## config.mk

```make
export PLATFORM = sky130hd
export DESIGN_NAME = regfile_card
export DESIGN_NICKNAME = d
export VERILOG_FILES = /design/src/rtl/regcard_pkg.sv /design/src/rtl/rc_wr_decode.sv /design/src/rtl/rc_reg_array.sv /design/src/rtl/rc_read_port.sv /design/src/rtl/regfile_card.sv
export SDC_FILE = /design/constraint.sdc
export NUM_CORES = 2
export LEC_CHECK = 0
export BUFFER_PORTS_ARGS = -buffer_cell sky130_fd_sc_hd__clkbuf_2
export CORE_AREA = 2 2 406 247
export CTS_BUF_LIST = sky130_fd_sc_hd__clkbuf_8
export DETAILED_ROUTE_END_ITERATION = 8
export DIE_AREA = 0 0 408 249
export PLACE_DENSITY = 0.78
export SETUP_SLACK_MARGIN = 0.02
export SLEW_MARGIN = 20
export SYNTH_ARGS = -nofsm -noshare
export SYNTH_HDL_FRONTEND = slang
export SYNTH_SLANG_ARGS = --single-unit
```

## constraint.sdc

```tcl
create_clock -name clk_i -period 10.6 [get_ports clk_i]
set_clock_uncertainty 0.1 [all_clocks]
set_input_delay 2.65 -clock clk_i [delete_from_list [all_inputs] [get_ports clk_i]]
set_output_delay 2.65 -clock clk_i [all_outputs]
set_load 0.03 [all_outputs]
```

## src/rtl/regcard_pkg.sv

```systemverilog
package regcard_pkg;
  localparam int unsigned DATA_W_DEF = 32;
  localparam int unsigned SEL_W_DEF  = 5;

  typedef enum logic [0:0] {
    LANE_RELEASED = 1'b0,
    LANE_DRIVEN   = 1'b1
  } lane_state_e;
endpackage

```

## src/rtl/rc_wr_decode.sv

```systemverilog
module rc_wr_decode #(
  parameter int unsigned SEL_W = 5,
  localparam int unsigned NUM_REGS = (1 << SEL_W) - 1
) (
  input  logic [SEL_W-1:0]    sel_i,
  output logic [NUM_REGS-1:0] we_o
);
  // Slot i holds architectural index i+1. Index 0 matches no slot.
  for (genvar i = 0; i < NUM_REGS; i++) begin : g_dec
    assign we_o[i] = (sel_i == SEL_W'(i + 1));
  end
endmodule

```

## src/rtl/rc_reg_array.sv

```systemverilog
module rc_reg_array #(
  parameter int unsigned DATA_W = 32,
  parameter int unsigned SEL_W  = 5,
  localparam int unsigned NUM_REGS = (1 << SEL_W) - 1
) (
  input  logic                           clk_i,
  input  logic                           rst_ni,
  input  logic [NUM_REGS-1:0]            we_i,
  input  logic [DATA_W-1:0]              wdata_i,
  output logic [NUM_REGS-1:0][DATA_W-1:0] regs_o
);
  for (genvar i = 0; i < NUM_REGS; i++) begin : g_reg
    always_ff @(posedge clk_i or negedge rst_ni) begin
      if (!rst_ni)      regs_o[i] <= '0;
      else if (we_i[i]) regs_o[i] <= wdata_i;
    end
  end
endmodule

```

## src/rtl/rc_read_port.sv

```systemverilog
module rc_read_port
  import regcard_pkg::*;
#(
  parameter int unsigned DATA_W = 32,
  parameter int unsigned SEL_W  = 5,
  localparam int unsigned NUM_REGS = (1 << SEL_W) - 1
) (
  input  logic [SEL_W-1:0]                sel_i,
  input  logic [NUM_REGS-1:0][DATA_W-1:0] regs_i,
  output logic [DATA_W-1:0]               data_o,
  output logic                            oe_o
);
  lane_state_e      state;
  logic [SEL_W-1:0] slot;

  always_comb begin
    state  = (sel_i != '0) ? LANE_DRIVEN : LANE_RELEASED;
    slot   = sel_i - SEL_W'(1);
    oe_o   = (state == LANE_DRIVEN);
    data_o = '0;
    // Released lane reads as zero so a wired-OR bus stays clean.
    if (state == LANE_DRIVEN) data_o = regs_i[slot];
  end
endmodule

```

## src/rtl/regfile_card.sv

```systemverilog
module regfile_card #(
  parameter int unsigned DATA_W = 32,
  parameter int unsigned SEL_W  = 5
) (
  input  logic              clk_i,
  input  logic              rst_ni,
  input  logic [SEL_W-1:0]  a_sel_i,
  input  logic [SEL_W-1:0]  b_sel_i,
  input  logic [SEL_W-1:0]  y_sel_i,
  input  logic [DATA_W-1:0] y_data_i,
  output logic [DATA_W-1:0] a_data_o,
  output logic              a_oe_o,
  output logic [DATA_W-1:0] b_data_o,
  output logic              b_oe_o
);
  localparam int unsigned NUM_REGS = (1 << SEL_W) - 1;
  localparam int unsigned NUM_RD   = 2;

  logic [NUM_REGS-1:0]             we;
  logic [NUM_REGS-1:0][DATA_W-1:0] regs;
  logic [NUM_RD-1:0][SEL_W-1:0]    rd_sel;
  logic [NUM_RD-1:0][DATA_W-1:0]   rd_data;
  logic [NUM_RD-1:0]               rd_oe;

  rc_wr_decode #(.SEL_W(SEL_W)) u_dec (
    .sel_i (y_sel_i),
    .we_o  (we)
  );

  rc_reg_array #(.DATA_W(DATA_W), .SEL_W(SEL_W)) u_regs (
    .clk_i   (clk_i),
    .rst_ni  (rst_ni),
    .we_i    (we),
    .wdata_i (y_data_i),
    .regs_o  (regs)
  );

  assign rd_sel[0] = a_sel_i;
  assign rd_sel[1] = b_sel_i;

  for (genvar p = 0; p < NUM_RD; p++) begin : g_rd
    rc_read_port #(.DATA_W(DATA_W), .SEL_W(SEL_W)) u_port (
      .sel_i  (rd_sel[p]),
      .regs_i (regs),
      .data_o (rd_data[p]),
      .oe_o   (rd_oe[p])
    );
  end

  assign a_data_o = rd_data[0];
  assign a_oe_o   = rd_oe[0];
  assign b_data_o = rd_data[1];
  assign b_oe_o   = rd_oe[1];
endmodule

```

After elaboration in Yosys (flattened, before gate mapping):

Cells that the tools add are included.

* register bits after elaboration: 992
* input port bits: 49
* output and inout port bits: 66
* logic and storage cells: 76

* add/sub/neg operators: 2
* magnitude comparators: 2
* equality and inequality tests: 31
* multiplexer cells: 8
* reduce and logical (&&, ||, !) cells: 2

Operators by type and width (number)
* binary-select mux 32 bit (select 5 bit): 2
* two-way mux 32 bit: 4
* == test 5 bit (second input constant): 16
* == test 5 x 4 -> 1 bit (second input constant): 8
* == test 5 x 3 -> 1 bit (second input constant): 4
* less-than comparator 5 x 6 -> 1 bit (second input constant): 2
* == test 5 x 2 -> 1 bit (second input constant): 2
* nonzero test 5 bit: 2
* subtractor 5 x 1 -> 5 bit (second input constant): 2
* == test 5 x 1 -> 1 bit (second input constant): 1
* two-way mux 1 bit: 2

Logic depth before layout (Yosys ltp):

* depth after elaboration: 4
* gate-level depth with buffers: 13
* depth with buffers taken out: 7

Cells and area by module:

Synthesis repeated with hierarchy kept, for this count alone.

* cell total of the unflattened synthesis: 4276
* area total of the unflattened synthesis: 56053.8 um^2

Modules (own cells, without submodules)
* rc_reg_array: times used 1, cells each 2204, area an instance 39207.6 um^2, sequential area each 24823.8 um^2
* rc_read_port: times used 2, cells each 1013, area an instance 8314.2 um^2, sequential area each 0.0 um^2
* rc_wr_decode: times used 1, cells each 46, area an instance 217.7 um^2, sequential area each 0.0 um^2

Worst setup path before layout:

Ideal clock, no wire load.

* kind: input port to output port
* start: input port b_sel_i[0]
* end: output port b_data_o[12]
* data arrival time: 5.410 ns
* required time: 7.850 ns
* setup slack: 2.440 ns
* cell stages on the path: 12
* path through: buf_2 inv_1 buf_2 clkbuf_1 ha_1 xor2_2 buf_6 buf_4 mux4_2 mux2i_1 o32a_1 o211ai_1

* cells in the longest elaborated chain, start to end: 4

Ends and longest elaborated chain
* start, declared: RTL line regfile_card.sv:8 `input logic [SEL_W-1:0] b_sel_i,`
* subtractor 5 x 1 -> 5 bit: RTL line rc_read_port.sv:18 `slot = sel_i - SEL_W'(1);`
* binary-select mux 32 bit (select 5 bit): RTL line rc_read_port.sv:22 `if (state == LANE_DRIVEN) data_o = regs_i[slot];`
* two-way mux 32 bit (not written as such): RTL line rc_read_port.sv:22
* two-way mux 32 bit (*): RTL line rc_read_port.sv:22
* end, declared: RTL line regfile_card.sv:13 `output logic [DATA_W-1:0] b_data_o,`

Every way passes the cells marked *; elsewhere a longest branch is shown, timed or not. The select of a mux whose other input is x is not followed.

Final worst setup path:

* start: input port a_sel_i[0]
* end: output port a_data_o[30]

* cells in the longest elaborated chain, start to end: 4

Ends and longest elaborated chain
* start, declared: RTL line regfile_card.sv:7 `input logic [SEL_W-1:0] a_sel_i,`
* subtractor 5 x 1 -> 5 bit: RTL line rc_read_port.sv:18
* binary-select mux 32 bit (select 5 bit): RTL line rc_read_port.sv:22
* two-way mux 32 bit (not written as such): RTL line rc_read_port.sv:22
* two-way mux 32 bit (*): RTL line rc_read_port.sv:22
* end, declared: RTL line regfile_card.sv:11 `output logic [DATA_W-1:0] a_data_o,`

Marked as above.

==> impl_metrics.json <==
{
  "outcome": "complete, no violations",
  "reg_top3": "u_regs.regs_o x992",
  "ys.flop_type": "dfrtp_1",
  "syn_to_final_growth_pct": 9.11,
  "grtUsageMet1_pct": 47.1,
  "finalSetupViolCount": 0,
  "htreeDepth": 4,
  "fin_tns_setup_ns": 0,
  "crit_path_start_kind": "input pin",
  "numCtsBuffers": 146,
  "ant_nets": 0,
  "ys_types": 53,
  "cts-root-buf": "clkbuf_8",
  "netlist_top_cells_area": "dfrtp_1, mux2_2, mux4_2",
  "antenna_found_initial": 7,
  "clockBufferDepth": 3,
  "fmax_mhz": 106,
  "gr-max-usage-layer": "met1",
  "io_pins": 115,
  "syn_avg_cell_area_um2": 13.6,
  "regMostFlops": "u_regs.regs_o",
  "layout_min_cycle_time_ns": 9.42,
  "synth_top_area_share_pct": 46.5,
  "holdBufCountCts": 0,
  "async_flop_share_pct": 100,
  "grt_pass1_vias": 36900,
  "vias": 36900,
  "postCtsSetupRepairBufs": 0,
  "cts_tree": "done",
  "maxCapViolCount": 0,
  "start_util_pct": 54.6,
  "cts_resized": 0,
  "ir_worst_vdd_uv": 184,
  "slew_viol_final": 0,
  "track_usage_pct": 32.9,
  "required_ns": 7.85,
  "maxSlewHeadroom_pct": 29.2,
  "viasPerCell": 6.97,
  "numClockSinks": 992,
  "drtIter0Drc": 4416,
  "placementRows": 89,
  "finalWirelength_mm": 167,
  "largest_reg_flops": 992,
  "first_pass_iters": 5,
  "synth_top_cell_by_area": "dfrtp_1",
  "io_buffers": 114,
  "ys_seq_area_share_pct": 46.5,
  "ys_ff_latch": 992,
  "dpl-instance-area_um2": 55100,
  "chipWidth_um": 408,
  "finalPower_mw": 11.8,
  "synthTopCellsByCount": "mux2_2, dfrtp_1, mux2i_1",
  "use_met2_pct": 45.7,
  "gp_congestion": 0.864,
  "wl_per_cell_um": 31.6,
  "hold_violations": 0,
  "die-height_um": 249,
  "drive_gt1_share_pct": 46.6,
  "post-route-period-util_pct": 88.9,
  "cpPeakStageDelay_ns": 0.60,
  "final_nets": 3910,
  "grt_util_met3_pct": 10.8,
  "die_area_um2": 102000,
  "synth.most_common_cell": "mux2_2",
  "ys_warn_count": 0,
  "slowest_stage": "xor2_4",
  "hpwl_mm": 92.9,
  "critical_path_class": "input pin to primary output",
  "route.detailed.drc": 0,
  "p_leak_nw": 25.1,
  "power.density_nw_per_um2": 203,
  "grt_max_degree": 179,
  "nFillCells": 7495,
  "end_kind": "primary output",
  "syn_nets": 3963,
  "syn_inst": 3912,
  "overflow": 0,
  "fin_area_um2": 58200,
  "crit_fanout": 68,
  "path_cells": "buf_8, inv_1, ha_4, xor2_4, buf_4, mux4_2, mux2_2, a22o_1, a221o_1, clkbuf_2",
  "clk_latency_ns": 0.84,
  "min_path_type": "register to register",
  "cp.arrival_ns": 6.67,
  "grt_first_pass_wirelength_mm": 248,
  "core_um2": 97700,
  "rsz0062_at_grt": "no",
  "synth_edf_count": 0,
  "clkSlewWorstSetupHoldPaths_ns": 0.06,
  "syn-cell-area_um2": 53300,
  "tightest_slew_ns": 1.06
}
-- per-layer routing --
layer | vias up | part of all wire (%)
li1 | 14800 | -
met1 | 19300 | 41
met2 | 2359 | 42
met3 | 441 | 13
met4 | 2 | 4.3
met5 | - | 0.0048
-- layout make-up --
| cell class | instances | area (um2) | share of cell area, % |
|---|---|---|---|
| Multi-Input combinational cell | 2503 | 27100 | 46.6 |
| Clock inverter | 66 | 433 | 0.744 |
| Inverter | 6 | 25.0 | 0.0430 |
| Antenna cell | 4 | 10.0 | 0.0172 |
| Timing Repair Buffer | 210 | 1540 | 2.64 |
| Tap cell | 1319 | 1650 | 2.84 |
| Clock buffer | 190 | 2620 | 4.49 |
| Sequential cell | 992 | 24800 | 42.6 |
-- power by group --
part | total [mW] | internal, mW | switching (mW)
registers | 5.36 | 4.67 | 0.685
clock network | 3.31 | 1.69 | 1.61
logic | 3.15 | 1.70 | 1.45
-- through the flow --
stage,instances,hold slack (ns),util [%],setup WS [ns]
after global routing,5289,0.430,59.6,1.02
after global placement,5028,0.392,56.4,1.19
after CTS,5286,0.415,59.6,1.17
final,5290,0.415,59.6,1.18
after detailed placement,5030,0.400,56.5,1.17
after floorplan,3912,0.371,-,2.44
-- path summary, 6_finish.rpt --
kind / startpoint / to / slack [ns] / depth (start not counted)
max: a_sel_i[0] / a_data_o[30] / 1.18 / 10
min: u_regs.regs_o[589] / u_regs.regs_o[589] / 0.42 / 1
max reg2reg: u_regs.regs_o[136] / u_regs.regs_o[136] / 9.67 / 1
min reg2reg: u_regs.regs_o[589] / u_regs.regs_o[589] / 0.42 / 1
max in group asynchronous: rst_ni / u_regs.regs_o[340] / 6.60 / 3
min in group asynchronous: rst_ni / u_regs.regs_o[118] / 1.66 / 1
-- worst max-delay path: cells and delay by family --
kind                     cells  cell delay [ns]
buffers and inverters        4             1.67
AO/OA/AOI/OAI                2             0.53
adder cells (fa/ha/maj)      1             0.32
XOR/XNOR                     1             0.60
multiplexers                 2             0.84
-- kinds of logic after synthesis --
logic type,Yosys count,share of synthesized area [%]
buf+inv,417,3.26
compound gates,424,5.97
fa+ha+maj,2,0.0469
xor+xnor,4,0.115
simple gates,378,2.99
mux,1695,41.1
flops,992,46.5
-- layout by cell type, fill, tap and decap left out, types with 5 or more instances in the layout --
| master | Yosys | layout |
|---|---|---|
| o22ai_1 | 95 | 95 |
| nand2_2 | 1 | 12 |
| clkbuf_8 | 0 | 190 |
| mux2_2 | 1076 | 1076 |
| o211ai_1 | 63 | 63 |
| a21o_1 | 31 | 30 |
| nand2_1 | 275 | 261 |
| inv_1 | 6 | 41 |
| buf_12 | 1 | 17 |
| a221oi_1 | 30 | 30 |
| a22o_1 | 32 | 32 |
| nor2b_1 | 11 | 7 |
| nor2_4 | 0 | 16 |
| clkinv_2 | 0 | 13 |
| o2bb2ai_1 | 31 | 31 |
| o32a_1 | 30 | 30 |
| mux4_2 | 287 | 287 |
| nor3b_1 | 5 | 5 |
| a22oi_1 | 63 | 63 |
| nor2_1 | 23 | 7 |
| nand3_1 | 36 | 35 |
| o21ai_0 | 31 | 31 |
| mux2i_1 | 315 | 315 |
| dfrtp_1 | 992 | 992 |
| clkbuf_2 | 0 | 111 |
| mux2_1 | 17 | 17 |
| buf_4 | 13 | 77 |
(Power assumes the default switching activity.)
